File: src/rtl/cmpBufPkg.sv
package cmpBufPkg;

  // Channel select width carried in the strobe bundle (up to 16 channels).
  localparam int CH_SEL_W = 4;

  // Strobes from the control module to the datapath.
  typedef struct packed {
    logic                loWr;      // low byte write into holding latch
    logic                hiWr;      // high byte write: capture joined word
    logic [CH_SEL_W-1:0] wrChan;    // channel addressed by current write
    logic                storeVld;  // pending word is stored this cycle
    logic [CH_SEL_W-1:0] storeChan; // channel receiving the store
  } bufStrobes_t;

endpackage

File: src/rtl/cmpBufCtrl.sv
module cmpBufCtrl
  import cmpBufPkg::*;
#(
  parameter int NUM_CH    = 4,
  parameter int ADDR_W    = 8,
  parameter int BASE_ADDR = 'h38
) (
  input  logic                clk,
  input  logic                rstN,
  input  logic                busWrEn,
  input  logic [ADDR_W-1:0]   busAddr,
  output bufStrobes_t         strb,
  output logic                rdHit,
  output logic [CH_SEL_W-1:0] rdChan,
  output logic                rdHiByte
);

  localparam int SPAN = 2 * NUM_CH;
  localparam logic [ADDR_W-1:0] BASE_A = ADDR_W'(BASE_ADDR);
  localparam logic [ADDR_W-1:0] SPAN_A = ADDR_W'(SPAN);

  logic [ADDR_W-1:0]   relAddr;
  logic                inWindow;
  logic [CH_SEL_W-1:0] decChan;
  logic                storeVldQ;
  logic [CH_SEL_W-1:0] storeChanQ;

  // Address decode: even offsets are low bytes, odd offsets high bytes.
  assign relAddr  = busAddr - BASE_A;
  assign inWindow = (busAddr >= BASE_A) && (relAddr < SPAN_A);
  assign decChan  = CH_SEL_W'(relAddr >> 1);

  assign rdHit    = inWindow;
  assign rdChan   = decChan;
  assign rdHiByte = relAddr[0];

  // One-stage pipeline: the store follows the high-byte write by one clock.
  always_ff @(posedge clk) begin
    if (!rstN) begin
      storeVldQ  <= 1'b0;
      storeChanQ <= '0;
    end else begin
      storeVldQ  <= busWrEn && inWindow && relAddr[0];
      storeChanQ <= decChan;
    end
  end

  always_comb begin
    strb.loWr      = busWrEn && inWindow && !relAddr[0];
    strb.hiWr      = busWrEn && inWindow && relAddr[0];
    strb.wrChan    = decChan;
    strb.storeVld  = storeVldQ;
    strb.storeChan = storeChanQ;
  end

  AST_STORE_FOLLOWS_HIGH: assert property (@(posedge clk) disable iff (!rstN)
    strb.hiWr |=> (strb.storeVld && strb.storeChan == $past(strb.wrChan)));

  AST_NO_STRAY_STORE: assert property (@(posedge clk) disable iff (!rstN)
    !strb.hiWr |=> !strb.storeVld);

endmodule

File: src/rtl/cmpBufScaler.sv
module cmpBufScaler #(
  parameter int DATA_W    = 16,
  parameter int FRAC_BITS = 15
) (
  input  logic [DATA_W-1:0] rawWord,
  input  logic              scaleOn,
  input  logic              ampOn,
  input  logic [DATA_W-1:0] periodVal,
  input  logic [DATA_W-1:0] ampVal,
  input  logic [DATA_W-1:0] offsetVal,
  output logic [DATA_W-1:0] result
);

  localparam int PROD_W = 2 * DATA_W;

  logic [PROD_W-1:0] multiplier;
  logic [PROD_W-1:0] product;
  logic [PROD_W-1:0] shifted;
  logic [PROD_W:0]   summed;
  logic              overRange;

  // Fixed-point multiply, drop fraction bits, optional offset, saturate.
  always_comb begin
    multiplier = ampOn ? PROD_W'(ampVal) : PROD_W'(periodVal);
    product    = PROD_W'(rawWord) * multiplier;
    shifted    = product >> FRAC_BITS;
    summed     = {1'b0, shifted} + (ampOn ? (PROD_W + 1)'(offsetVal) : '0);
    overRange  = |summed[PROD_W:DATA_W];
    if (!scaleOn) begin
      result = rawWord;
    end else if (overRange) begin
      result = '1;
    end else begin
      result = summed[DATA_W-1:0];
    end
  end

endmodule

File: src/rtl/cmpBufDatapath.sv
module cmpBufDatapath
  import cmpBufPkg::*;
#(
  parameter int NUM_CH    = 4,
  parameter int BUS_W     = 8,
  parameter int FRAC_BITS = 15
) (
  input  logic                       clk,
  input  logic                       rstN,
  input  bufStrobes_t                strb,
  input  logic [BUS_W-1:0]           busWrData,
  input  logic                       rdHit,
  input  logic [CH_SEL_W-1:0]        rdChan,
  input  logic                       rdHiByte,
  output logic [BUS_W-1:0]           busRdData,
  input  logic                       scaleEn,
  input  logic                       ampMode,
  input  logic [2*BUS_W-1:0]         periodVal,
  input  logic [2*BUS_W-1:0]         ampVal,
  input  logic [2*BUS_W-1:0]         offsetVal,
  input  logic                       updateEv,
  output logic [NUM_CH-1:0]          bufValid,
  output logic [NUM_CH*2*BUS_W-1:0]  cmpFlat
);

  localparam int DATA_W = 2 * BUS_W;
  localparam logic [DATA_W-1:0] UNITY = DATA_W'(1) << FRAC_BITS;

  logic [BUS_W-1:0]  holdLow;
  logic [DATA_W-1:0] pendRaw;
  logic              pendScale;
  logic              pendAmp;
  logic [DATA_W-1:0] scaled;
  logic [DATA_W-1:0] bufArr [NUM_CH];
  logic [DATA_W-1:0] cmpArr [NUM_CH];
  logic [DATA_W-1:0] rdWord;

  // Holding latch and the captured word with its mode bits.
  always_ff @(posedge clk) begin
    if (!rstN) begin
      holdLow   <= '0;
      pendRaw   <= '0;
      pendScale <= 1'b0;
      pendAmp   <= 1'b0;
    end else begin
      if (strb.loWr) begin
        holdLow <= busWrData;
      end
      if (strb.hiWr) begin
        pendRaw   <= {busWrData, holdLow};
        pendScale <= scaleEn;
        pendAmp   <= ampMode;
      end
    end
  end

  cmpBufScaler #(
    .DATA_W    (DATA_W),
    .FRAC_BITS (FRAC_BITS)
  ) uScaler (
    .rawWord   (pendRaw),
    .scaleOn   (pendScale),
    .ampOn     (pendAmp),
    .periodVal (periodVal),
    .ampVal    (ampVal),
    .offsetVal (offsetVal),
    .result    (scaled)
  );

  // Per-channel buffer, valid flag and compare register.
  for (genvar g = 0; g < NUM_CH; g++) begin : gChan
    logic storeHere;
    assign storeHere = strb.storeVld && (strb.storeChan == CH_SEL_W'(g));

    always_ff @(posedge clk) begin
      if (!rstN) begin
        bufArr[g]   <= '0;
        cmpArr[g]   <= '0;
        bufValid[g] <= 1'b0;
      end else begin
        if (updateEv && bufValid[g]) begin
          cmpArr[g] <= bufArr[g];
        end
        if (storeHere) begin
          bufArr[g] <= scaled;
        end
        bufValid[g] <= storeHere || (bufValid[g] && !updateEv);
      end
    end

    assign cmpFlat[g*DATA_W +: DATA_W] = cmpArr[g];
  end

  // Byte read-back mux.
  always_comb begin
    rdWord = '0;
    for (int c = 0; c < NUM_CH; c++) begin
      if (rdChan == CH_SEL_W'(c)) begin
        rdWord = bufArr[c];
      end
    end
    if (!rdHit) begin
      busRdData = '0;
    end else if (rdHiByte) begin
      busRdData = rdWord[DATA_W-1:BUS_W];
    end else begin
      busRdData = rdWord[BUS_W-1:0];
    end
  end

  AST_VALID_RISE_NEEDS_STORE: assert property (@(posedge clk) disable iff (!rstN)
    (|(bufValid & ~$past(bufValid))) |-> $past(strb.storeVld));

  AST_CMP_HOLD: assert property (@(posedge clk) disable iff (!rstN)
    !updateEv |=> $stable(cmpFlat));

  AST_UPDATE_CLEARS: assert property (@(posedge clk) disable iff (!rstN)
    (updateEv && !strb.storeVld) |=> (bufValid == '0));

  AST_COLLIDE_ONE_LEFT: assert property (@(posedge clk) disable iff (!rstN)
    (updateEv && strb.storeVld) |=> ($countones(bufValid) == 1));

  AST_PERIOD_BOUND: assert property (@(posedge clk) disable iff (!rstN)
    (strb.storeVld && pendScale && !pendAmp && pendRaw <= UNITY)
      |-> (scaled <= periodVal));

  AST_AMP_FLOOR: assert property (@(posedge clk) disable iff (!rstN)
    (strb.storeVld && pendScale && pendAmp) |-> (scaled >= offsetVal));

endmodule

File: src/rtl/cmpBufBank.sv
module cmpBufBank
  import cmpBufPkg::*;
#(
  parameter int NUM_CH    = 4,
  parameter int BUS_W     = 8,
  parameter int ADDR_W    = 8,
  parameter int BASE_ADDR = 'h38,
  parameter int FRAC_BITS = 15
) (
  input  logic                      clk,
  input  logic                      rstN,
  input  logic                      busWrEn,
  input  logic [ADDR_W-1:0]         busAddr,
  input  logic [BUS_W-1:0]          busWrData,
  output logic [BUS_W-1:0]          busRdData,
  input  logic                      scaleEn,
  input  logic                      ampMode,
  input  logic [2*BUS_W-1:0]        periodVal,
  input  logic [2*BUS_W-1:0]        ampVal,
  input  logic [2*BUS_W-1:0]        offsetVal,
  input  logic                      updateEv,
  output logic [NUM_CH-1:0]         bufValid,
  output logic [NUM_CH*2*BUS_W-1:0] cmpFlat
);

  bufStrobes_t         strb;
  logic                rdHit;
  logic [CH_SEL_W-1:0] rdChan;
  logic                rdHiByte;

  cmpBufCtrl #(
    .NUM_CH    (NUM_CH),
    .ADDR_W    (ADDR_W),
    .BASE_ADDR (BASE_ADDR)
  ) uCtrl (
    .clk      (clk),
    .rstN     (rstN),
    .busWrEn  (busWrEn),
    .busAddr  (busAddr),
    .strb     (strb),
    .rdHit    (rdHit),
    .rdChan   (rdChan),
    .rdHiByte (rdHiByte)
  );

  cmpBufDatapath #(
    .NUM_CH    (NUM_CH),
    .BUS_W     (BUS_W),
    .FRAC_BITS (FRAC_BITS)
  ) uData (
    .clk       (clk),
    .rstN      (rstN),
    .strb      (strb),
    .busWrData (busWrData),
    .rdHit     (rdHit),
    .rdChan    (rdChan),
    .rdHiByte  (rdHiByte),
    .busRdData (busRdData),
    .scaleEn   (scaleEn),
    .ampMode   (ampMode),
    .periodVal (periodVal),
    .ampVal    (ampVal),
    .offsetVal (offsetVal),
    .updateEv  (updateEv),
    .bufValid  (bufValid),
    .cmpFlat   (cmpFlat)
  );

endmodule

File: config.mk
export PLATFORM = sky130hd
export DESIGN_NAME = cmpBufBank
export DESIGN_NICKNAME = d
export VERILOG_FILES = /design/src/rtl/cmpBufPkg.sv /design/src/rtl/cmpBufCtrl.sv /design/src/rtl/cmpBufScaler.sv /design/src/rtl/cmpBufDatapath.sv /design/src/rtl/cmpBufBank.sv
export SDC_FILE = /design/constraint.sdc
export NUM_CORES = 1
export LEC_CHECK = 0
export BUFFER_PORTS_ARGS = -buffer_cell sky130_fd_sc_hd__buf_2
export CAP_MARGIN = 20
export CORE_ASPECT_RATIO = 1.1
export CORE_MARGIN = 2
export CORE_UTILIZATION = 40
export CTS_BUF_LIST = sky130_fd_sc_hd__clkbuf_16
export CTS_CLUSTER_SIZE = 8
export DETAILED_ROUTE_END_ITERATION = 8
export PLACE_DENSITY = 0.57
export SYNTH_ARGS = -nofsm -noshare
export SYNTH_HDL_FRONTEND = slang
export SYNTH_HIERARCHICAL = 1
export SYNTH_SLANG_ARGS = --single-unit
export TNS_END_PERCENT = 1
File: constraint.sdc
create_clock -name clk -period 17.2 [get_ports clk]
set_clock_uncertainty 0.2 [all_clocks]
set_input_delay 3.44 -clock clk [delete_from_list [all_inputs] [get_ports clk]]
set_output_delay 3.44 -clock clk [all_outputs]
set_load 0.01 [all_outputs]
Word-level counts from Yosys, hierarchy flattened:

Memory sizes are Yosys's and may differ from the RTL's.
Index checks and enable logic that the tools add are counted.
Widths: inputs -> output; s select.

* word-level logic and storage cells: 99
* input port bits: 70
* RAM bits: 128
* memories kept: 2
* register bits: 35
* output and inout bits: 76

* reductions and logical operators: 25
* $lt $le $gt $ge: 2
* equal/unequal tests: 6
* muxes and demuxes: 43
* add/sub/neg operators: 2
* bitwise operators: 8
* $mul: 1

Memory list
* uData.bufArr: words 4, bits a word 16, read ports 4, clocked after Yosys merged registers in 0, write ports 4, line cmpBufDatapath.sv:34 `logic [DATA_W-1:0] bufArr [NUM_CH];`
* uData.cmpArr: words 4, bits a word 16, read ports 4, clocked after Yosys merged registers in 0, write ports 4, line cmpBufDatapath.sv:35 `logic [DATA_W-1:0] cmpArr [NUM_CH];`

Operators with widths (count)
* $mux 16: 16
* $mul 16x32->32: 1
* $mux 1: 25
* $add 17x16->18: 1
* $reduce_or 17->1: 1
* $eq 4x2->1 const B: 4
* $logic_and 1x1->1: 16
* $mux 8: 2
* $eq 4x1->1 const B: 2
* $ge 8x6->1 const B: 1
* $logic_not 4->1: 2
* $lt 8x4->1 const B: 1
* $or 1x1->1: 8
* $sub 8x6->8 const B: 1
* $logic_or 1x1->1: 4
* $logic_not 1->1: 2

Logic depth before layout (Yosys ltp):

* depth in word-level cells: 8
* depth in mapped cells: 36
* depth with buffers taken out: 32

Cells and area by module:

Netlist, hierarchy kept.

By module, submodules not included
* cmpBufScaler: times used 1, cells each 1065, area an instance 9242.6 um^2
* cmpBufDatapath: times used 1, cells each 471, area an instance 6577.6 um^2
* cmpBufCtrl: times used 1, cells each 29, area an instance 274.0 um^2

Worst setup path after synthesis:

Ideal clock, no wire load.

* kind: input port to flip-flop
* start point: input port ampVal[4]
* end point: memory uData.bufArr[0][5] (data pin)
* arrival time: 10.705 ns
* path slack: 6.040 ns
* stages on the path: 31
* buffers on the path: 2
* library setup time: 0.255 ns
* path through: mux2i_1 -> clkbuf_1 -> nor2b_1 -> fa_1 -> inv_1 -> fa_1 -> inv_1 -> fa_1 -> fa_1 -> fa_1 -> inv_1 -> fa_1 -> inv_1 -> ha_1 -> a21o_1 -> a21o_1 -> a21oi_1 -> or4b_1 -> o21ai_1 -> o21ai_1 -> o21ai_0 -> xnor2_1 -> ha_1 -> a2111o_1 -> o22ai_1 -> o311a_1 -> nand4_1 -> mux2i_2 -> buf_6 -> a21oi_2 -> and2_1

RTL lines
* from (decl): line cmpBufBank.sv:19 `input logic [2*BUS_W-1:0] ampVal,`
* to (decl): line cmpBufDatapath.sv:34

==> out/summary.md <==
In this run the critical register-to-register path is launched from uData/pendAmp$_SDFFE_PN0P_. The first-pass detailed-route iteration total was 7; the post-detailed-placement cell area was 17220 sq um. Entering global routing, the biggest net connects 46 pins. The number of buffers inserted for hold repair after clock tree synthesis came out at 0. The logs give 20.46% for the overall global routing resource usage and 1592 um for the sum of met3 wire segment lengths after detailed routing.

In this run the count of I/O pins placed on the die edge is 146. Largest stage delay on the critical path: 790 ps. The H-tree was split into 4 levels. STA classifies the critical path endpoint as a flop.

The maximum fanout along the worst path is 16, and the number of CTS-inserted buffers is 17. The tree built by TritonCTS fans out to 163 sinks. The number of inserted filler cells in the final layout is 3820, and the floorplan core area is 39890 sq um. Count of input and output buffers: 145. The tools report the capture point of the worst reg-to-reg path as uData/bufArr[0][1]$_SDFFCE_PN0P_.

Number of global-route vias before repair: 11.66k. Setup violations remaining at the end of the flow were counted as 0. The run finished, with violations left. The most critical setup path has its endpoint at uData/bufArr[0][1]$_SDFFCE_PN0P_. The power after layout is 0.8961 mW. The path type of the worst min-delay path was flop to flop. After detailed routing, the wire length on met1 is 17790 um.

The average cell area after synthesis is 10.29 sq um. The most repeated library cell on the critical path is fa_1. Master of the slowest instance on the critical path: mux2i_2. The final-layout setup total negative slack is 0 ps. Measured in cells, the most critical reg-to-reg path has a length of 29.

The area growth from synthesis to final layout was 10.97%. For the count of max-cap constraint violations, the log shows 0. The number of endpoints with negative hold slack in the final report came out at 0. The final worst-path setup slack was 5331 ps. The number of gates resized after CTS was 0.

For the minimum setup slack among reg-to-reg paths, the log shows 7340 ps. The congestion estimate from routability-driven global placement came to 0.8702. After the first detailed-routing iteration, the DRC count stood at 498. The final route contains 11.09k vias. The tools report the timing startpoint of the critical path as ampVal[2].

Setup repair after global routing left no endpoint under its margin. The number of setup buffers added after CTS is 0. The logs give 0.07357 mV for the worst-case vdd ir drop and 16060 sq um for the area of the mapped netlist. Clock-pin slew was measured on the worst setup and hold paths at 60 ps. The total routed wirelength was 41930 um. The tree is rooted in a clkbuf_16.

In this run the most critical hold path is launched from uData/holdLow[3]$_SDFFE_PN0P_. The worst-case headroom to the max-slew limit is 24.16%, and the vias per cell is 5.048. For this design the ratio of total power to cell area is 50.27 nW/um^2. Detailed-route wire length per cell: 19.08 um. The ratio of final minimum period to clock period is 69.00%, and the number of remaining DRC errors is 1. The tools report the count of yosys warnings during synthesis as 6. For the pin with the worst max-slew slack, the measured transition is 1136 ps. The final reports fail on design-rule violations. The footprint of the multi-input gates was 10300 sq um; the hold path depth was 2. The initial antenna violation count was 0; the overflow left after global routing was 0. The die is 214.2 um tall.

The wire-length estimate of the detail-placed layout is 31430 um. TritonCTS built the clock tree. The repair_antennas step left the layout with diodes totalling 0.

After detailed routing, the met2 layer carries 21260 um of wire. The worst setup path is launched from an input pin. The logs give 0 for the final antenna-violating net count and 2054 for the post-layout net count.

The number of max-slew violations in the final report was 0; the summed area of non-filler cells in the final layout was 17830 sq um. The number of cells produced by synthesis is 1561, and the net count after synthesis is 1944. For the flip-flop and latch area, the log shows 4546 sq um. The path type of the worst setup path is input pin to flop. The first global-routing pass estimated 65380 um of wire.

The later pin in the worst-skew pair is clocked with a latency of 430 ps. The total number of placement rows was 77; the data required time of the critical path was 17190 ps. For the finished layout, the period the worst path requires is 11870 ps. In this run the deepest clock path goes through 2 buffers.

The worst setup slack before clock tree synthesis is 4961 ps. The die covers 41780 sq um. The share of cells above drive strength 1 is 13.95%. At the worst endpoint, the arrival time is 11850 ps.

From left edge to right edge, the die measures 195.1 um. The logs give 0.08426 GHz for the highest achievable clock rate and 8.314 nW for the leakage dissipation. Once the floorplan was initialized, standard cells occupied 40.28% of the core. The detailed router used layers up to and including met4.
## layout make-up
cell class                      instances  share of cell area [%]
Timing Repair Buffer                  161                   4.766
Clock inverter                         15                   1.011
Multi-Input combinational cell       1094                   57.81
Clock buffer                           17                   2.386
Inverter                              234                   4.927
Sequential cell                       163                   25.50
Tap cell                              513                   3.601
## how the worst min path moves through the flow
stage,endpoint,slack [ps]
after floorplan,uData/pendScale$_SDFFE_PN0P_,280
after CTS,uData/holdLow[5]$_SDFFE_PN0P_,320
final,uData/holdLow[3]$_SDFFE_PN0P_,320
after global routing,uData/holdLow[3]$_SDFFE_PN0P_,340
after detailed placement,uData/pendRaw[7]$_SDFFE_PN0P_,310
after global placement,uData/holdLow[3]$_SDFFE_PN0P_,300
## routing by layer
layer,GRT usage (%),vias to the layer above
met1,25.67,5528
met5,0,-
li1,-,5198
met2,36.49,307
met4,7.608,0
met3,2.013,58
## worst max-delay path: cells and delay by family
family / cells / cell delay, ps
compound gates: 11 / 2440
xor+xnor: 1 / 160
fa+ha+maj: 8 / 3630
buf+inv: 4 / 210
mux: 2 / 1200
simple gates: 4 / 750
## sequential cells by signal, indices dropped and copies added, names as in the netlist
| register | count |
|---|---|
| uData/cmpArr | 64 |
| uData/pendRaw | 16 |
| uCtrl/storeChanQ | 4 |
| uCtrl/storeVldQ | 1 |
| uData/holdLow | 8 |
| uData/pendAmp | 1 |
| uData/pendScale | 1 |
| uData/bufArr | 64 |
| uData/bufValid | 4 |
## layout by cell type (no fill, tap or decap), drive strengths merged, types with 22 or more instances in the layout
master  count
a21oi      38
and2      221
buf       161
dfxtp      35
edfxtp    128
fa        194
ha        119
inv       241
mux2i      46
nand2     169
nor2       28
nor2b      74
o21ai      31
xnor2      22
## per-stage QoR
step           instances  hold slack [ps]  utilization (%)
2_1_floorplan       1561            280.6                -
3_3_place_gp        2164            295.6            43.15
3_5_place_dp        2165            309.2            43.17
4_1_cts             2197            324.9            44.69
5_1_grt             2197            343.0            44.69
6_report            2197            324.1            44.69
## power by group
part / total (mW) / internal (mW) / switching, mW
registers: 0.441 / 0.435 / 0.00634
clock network: 0.386 / 0.230 / 0.156
logic: 0.0694 / 0.0230 / 0.0464
No activity file was read; power rests on OpenSTA's default activity.
